### src/rtl/crc32_pkg.sv
// crc32_pkg: shared constants and types for the streaming checksum engine.
// Assumes a 32-bit reflected checksum. Lane count sets the bytes per beat.
package crc32_pkg;
    localparam int CRC_W   = 32;
    localparam int BYTE_W  = 8;
    localparam int LANES   = 4;
    localparam int CNT_W   = $clog2(LANES + 1);

    localparam logic [CRC_W-1:0] POLY_IEEE       = 32'hEDB88320;
    localparam logic [CRC_W-1:0] POLY_CASTAGNOLI = 32'h82F63B78;

    typedef enum logic {
        PH_IDLE = 1'b0,
        PH_RUN  = 1'b1
    } phase_t;
endpackage

### src/rtl/crc32_byte_step.sv
// crc32_byte_step: absorbs one byte into a reflected CRC state, bit 0 first.
// Purely combinational. Gives the same value as the 256-entry table update
// without needing a table.
module crc32_byte_step
    import crc32_pkg::*;
(
    input  logic [CRC_W-1:0]  state_i,
    input  logic [BYTE_W-1:0] byte_i,
    input  logic [CRC_W-1:0]  poly_i,
    output logic [CRC_W-1:0]  state_o
);
    // Eight shift/conditional-xor steps after folding the byte into the low lane.
    always_comb begin
        logic [CRC_W-1:0] s;
        s = state_i ^ {{(CRC_W-BYTE_W){1'b0}}, byte_i};
        for (int b = 0; b < BYTE_W; b++) begin
            s = s[0] ? ((s >> 1) ^ poly_i) : (s >> 1);
        end
        state_o = s;
    end
endmodule

### src/rtl/crc32_slice.sv
// crc32_slice: absorbs 0..LANES bytes of one beat in a single cycle.
// A chain of byte steps runs from lane 0 upward. The count picks the tap of
// the chain, so a short tail beat is absorbed byte by byte. Counts above
// LANES are treated as LANES.
module crc32_slice
    import crc32_pkg::*;
#(
    parameter int NLANE = LANES,
    localparam int CW   = $clog2(NLANE + 1)
)(
    input  logic [CRC_W-1:0]        state_i,
    input  logic [NLANE*BYTE_W-1:0] data_i,
    input  logic [CW-1:0]           count_i,
    input  logic [CRC_W-1:0]        poly_i,
    output logic [CRC_W-1:0]        state_o
);
    logic [CRC_W-1:0] chain [0:NLANE];

    assign chain[0] = state_i;

    genvar k;
    generate
        for (k = 0; k < NLANE; k++) begin : g_lane
            crc32_byte_step u_step (
                .state_i (chain[k]),
                .byte_i  (data_i[k*BYTE_W +: BYTE_W]),
                .poly_i  (poly_i),
                .state_o (chain[k+1])
            );
        end
    endgenerate

    // Pick the chain tap after the last byte in use.
    always_comb begin
        state_o = chain[0];
        for (int n = 1; n <= NLANE; n++) begin
            if (int'(count_i) >= n) state_o = chain[n];
        end
    end
endmodule

### src/rtl/crc32_stream.sv
// crc32_stream: top of the streaming reflected CRC-32 engine.
// Start loads the inverted seed and latches the polynomial. Beats are taken
// while running. The last beat registers the inverted state as the result,
// with a one-cycle done strobe. The engine then idles until the next start.
module crc32_stream
    import crc32_pkg::*;
#(
    parameter int NLANE = LANES,
    localparam int CW   = $clog2(NLANE + 1)
)(
    input  logic                    clk,
    input  logic                    rst_n,
    input  logic                    start_i,
    input  logic [CRC_W-1:0]        seed_i,
    input  logic                    poly_sel_i,
    input  logic                    in_valid_i,
    output logic                    in_ready_o,
    input  logic [NLANE*BYTE_W-1:0] in_data_i,
    input  logic [CW-1:0]           in_count_i,
    input  logic                    in_last_i,
    output logic                    done_o,
    output logic [CRC_W-1:0]        crc_o
);
    phase_t           phase_q;
    logic [CRC_W-1:0] state_q;
    logic [CRC_W-1:0] poly_q;
    logic [CRC_W-1:0] state_next;
    logic             beat_fire;

    assign in_ready_o = (phase_q == PH_RUN);
    assign beat_fire  = in_valid_i && in_ready_o && !start_i;

    crc32_slice #(.NLANE(NLANE)) u_slice (
        .state_i (state_q),
        .data_i  (in_data_i),
        .count_i (in_count_i),
        .poly_i  (poly_q),
        .state_o (state_next)
    );

    // Phase, running state, latched polynomial, result and strobe.
    always_ff @(posedge clk) begin
        if (!rst_n) begin
            phase_q <= PH_IDLE;
            state_q <= '1;
            poly_q  <= POLY_IEEE;
            crc_o   <= '0;
            done_o  <= 1'b0;
        end else begin
            done_o <= 1'b0;
            if (start_i) begin
                phase_q <= PH_RUN;
                state_q <= ~seed_i;
                poly_q  <= poly_sel_i ? POLY_CASTAGNOLI : POLY_IEEE;
            end else if (beat_fire) begin
                state_q <= state_next;
                if (in_last_i) begin
                    crc_o   <= ~state_next;
                    done_o  <= 1'b1;
                    phase_q <= PH_IDLE;
                end
            end
        end
    end
endmodule

### config.mk
export PLATFORM = sky130hd
export DESIGN_NAME = crc32_stream
export DESIGN_NICKNAME = d
export VERILOG_FILES = /design/src/rtl/crc32_pkg.sv /design/src/rtl/crc32_byte_step.sv /design/src/rtl/crc32_slice.sv /design/src/rtl/crc32_stream.sv
export SDC_FILE = /design/constraint.sdc
export NUM_CORES = 1
export LEC_CHECK = 0
export ABC_CLOCK_PERIOD_IN_PS = 8700
export BUFFER_PORTS_ARGS = -buffer_cell sky130_fd_sc_hd__buf_2
export CORE_MARGIN = 5
export CORE_UTILIZATION = 55
export CTS_CLUSTER_DIAMETER = 200
export CTS_CLUSTER_SIZE = 14
export DETAILED_ROUTE_END_ITERATION = 10
export PLACE_DENSITY = 0.82
export REMOVE_ABC_BUFFERS = 1
export SLEW_MARGIN = 20
export SYNTH_ARGS = -nofsm -noshare
export SYNTH_HDL_FRONTEND = slang
export SYNTH_SLANG_ARGS = --single-unit
### constraint.sdc
create_clock -name clk -period 8.7 [get_ports clk]
set_input_delay 0.435 -clock clk [delete_from_list [all_inputs] [get_ports clk]]
set_output_delay 0.435 -clock clk [all_outputs]
set_load 0.02 [all_outputs]
==> impl_results.md <==
- Final net count: around 1600
- Root Buffer: clkbuf_16
- Worst-skew pair later-pin latency: 0.33 ns
- Max cap viols: 0
- Initial DRC count: ~1700
- Synth top cells by count: xnor2_1, nand2_1, nor2_1
- Hold Path Stages: 2
- WL final: ~45 mm
- Final Max Slew Viols: 0
- Drt drc: 0
- Largest net degree at the start of global routing: 71
- RSZ-0062 raised after global routing: false
- Slew HR: 32.13%
- Top cell type's share of synthesized area: 24.97%
- Cts hold-fix bufs: 0
- Slowest stage delay, CP: roughly 0.63 ns
- Fraction of registers with async set/reset: 0%
- Num rows: between 50 and 60
- Num ports: roughly 110
- Htree depth: 3
- Synth-to-layout area growth: 9.401%
- Final std cells w/o fill: 1832
- Clk slew on worst S/H paths: approximately 0.060 ns
- Post-synth EDFFs: 0
- Dpl cells: between 1500 and 2000
- Post-Syn Instances: 1443
- Routability Congestion: approximately 1.0
- FILL cells: approximately 2000
- RR Endpoint: crc_o[25]$_SDFFE_PN0P_
- Hold Crit Endpoint: state_q[1]$_SDFFE_PN1P_
- FF-to-FF Start: state_q[2]$_SDFFE_PN1P_
- Placed inst area: about 14000 um^2
- Final hold violations: 0
- IO Port Bufs: about 110
- Synthesized area: between 10000 and 15000 um^2
- Hold WS: just under 0.3 ns
- Global-route wire length before repair: about 67 mm
- Ratio of cells with drive above 1 in the final layout: about 18%
- Worst path required time: between 8 and 9 ns
- Routed len/inst: between 20 and 25 um
- Clock sink count: between 60 and 70
- Remaining global-route overflow: 0
- Post-CTS Setup Bufs: 0
- Initial antenna violation count: 2
- Reg2reg path depth: 20
- TritonCTS clock tree: yes
- Layout Skew: between 0.006 and 0.007 ns
- Netlist cell types: 80
- Die area: around 27000 um^2
- Worst-margin pin slew: 1.018 ns
- Arr. time, crit path: between 8 and 9 ns
- Fmax: between 0.1 and 0.15 GHz
- Min-delay worst type: primary input to flip-flop
- Worst setup SP type: flip-flop
- Final period util: around 93%
- Final setup fails: 0
- Cell Chain, Critical Path: xor2_2 -> xnor2_2 -> xnor2_1 -> xor3_2 -> xor2_4 -> nor2_1 -> a211oi_1 -> xnor2_1 -> xor3_1 -> and3_1 -> or2_1 -> xor2_2 -> xnor3_2 -> xor2_4 -> xnor2_4 -> xnor2_2 -> mux2i_1 -> xor2_1 -> mux2i_1 -> a22o_1
- CTS Buffer Depth: 2
- Top post-synthesis cells by area: xnor2_1, xnor3_1, dfxtp_1, xor2_1, nand2_1
- Worst setup EP type: flip-flop
- DR pass1 iterations: 8
- Top FF cell, synth: dfxtp_1
- Post-cts sizing count: 0
- Synthesized area per cell: 8.947 um^2
- DR vias: 11252
- TritonCTS buffer count: 9
- Max FO, Critical Path: 11
- DP HPWL: about 35 mm
- #FFs+latches synth: 68
- Most frequent cell after synthesis: xnor2_1
- Fin util: between 60% and 70%
- YS warnings: 0
- Via/cell ratio: around 6.1
- Die Ht: 163.2 um
- Crit path time final: approximately 8.1 ns
- Synth area leader: xnor2_1
- Vias in the first global route: ~11000
- Status: completed
- Total GRT Usage: between 30% and 40%
- CP max stage cell: xor3_1
- Initial core utilization: between 50% and 60%
- Seq/Total Area, Yosys: between 10% and 20%
- Launch point of the critical path: state_q[2]$_SDFFE_PN1P_
- Critical path class: flip-flop to flip-flop
- Final Cell Area: approximately 14000 um^2
- Routed Antenna Nets: 0
- Core ar.: 23260 um^2
- Die width: roughly 160 um
- Reg2reg setup slack: 0.64 ns
- Hold_sp: seed_i[1]
==> per-layer routing <==
metal	vias to the layer above	share of wire (%)	track usage (%)	routed length, um
met5	-	0.015	0	7
met4	2	5.8	16.58	2625
met3	146	12	6.384	5645
met2	795	43	50.98	19510
met1	5335	39	44.28	17450
li1	4974	-	-	-
==> flip-flops by register name, indices dropped and copies added, names as in the netlist <==
signal / flops
crc_o: 32
state_q: 32
poly_q: 2
done_o: 1
in_ready_o: 1
==> layout make-up <==
cell class | count | area (um^2) | share of cell area (%)
sequential | 68 | 1366 | 9.674
antenna | 1 | 2.502 | 0.01772
inverter | 15 | 56.30 | 0.3987
tap | 319 | 399.1 | 2.826
timing repair buffer | 145 | 823.3 | 5.829
clock buffer | 13 | 280.3 | 1.984
clock inverter | 3 | 90.09 | 0.6378
multi-input combinational | 1268 | 11110 | 78.63
==> worst max path at each step <==
stage / endpoint / slack (ns) / cells after the start
after floorplan: state_q[10]$_SDFFE_PN1P_ / -1.28 / 19
after global placement: crc_o[25]$_SDFFE_PN0P_ / 0.86 / 22
after detailed placement: crc_o[25]$_SDFFE_PN0P_ / 0.70 / 22
after CTS: crc_o[25]$_SDFFE_PN0P_ / 0.74 / 20
after global routing: crc_o[25]$_SDFFE_PN0P_ / 0.45 / 21
final: crc_o[25]$_SDFFE_PN0P_ / 0.64 / 20
==> worst max-delay path: cells and delay by family (launching register included) <==
| family | cells | cell delay, ns |
|---|---|---|
| AO/OA/AOI/OAI | 2 | 0.42 |
| XOR/XNOR | 13 | 5.21 |
| flip-flops | 1 | 0.55 |
| multiplexers | 2 | 0.56 |
| AND/OR/NAND/NOR | 3 | 1.18 |
==> kinds of logic (layout without fill, tap and decap cells) <==
logic type      Yosys count  in the layout  share of synthesized area, %
xor+xnor                598            598                         54.85
simple gates            381            381                         13.42
compound gates          238            238                         11.57
buf+inv                 107            176                         3.479
flops                    68             68                         10.54
mux                      51             51                         6.135
other cells               0              1                             0
==> cell usage in the layout (no fill, tap or decap), types with 7 or more instances in the layout <==
cell,n
a211oi_1,16
a21o_1,9
a21oi_1,75
a22o_1,12
a31oi_1,8
and2_1,19
and3_1,7
buf_2,106
buf_4,39
clkbuf_16,9
dfxtp_1,66
inv_1,13
mux2i_1,22
mux4_2,18
nand2_1,174
nand2b_1,15
nand3_1,17
nor2_1,97
nor3_1,11
o211ai_1,11
o21ai_0,49
o21ai_1,10
xnor2_1,368
xnor2_2,23
xnor2_4,14
xnor3_1,68
xnor3_2,11
xor2_1,93
xor2_4,7
xor3_1,7
==> through the flow <==
step                TNS [ns]  setup WS (ns)
finish                     0         0.6385
detailed placement         0         0.6970
global placement           0         0.8571
global route               0         0.4451
floorplan             -61.52         -1.282
CTS                        0         0.7363
Power is not shown: default switching activity piles up to over one toggle a cycle in this logic, so the estimate is an artifact.
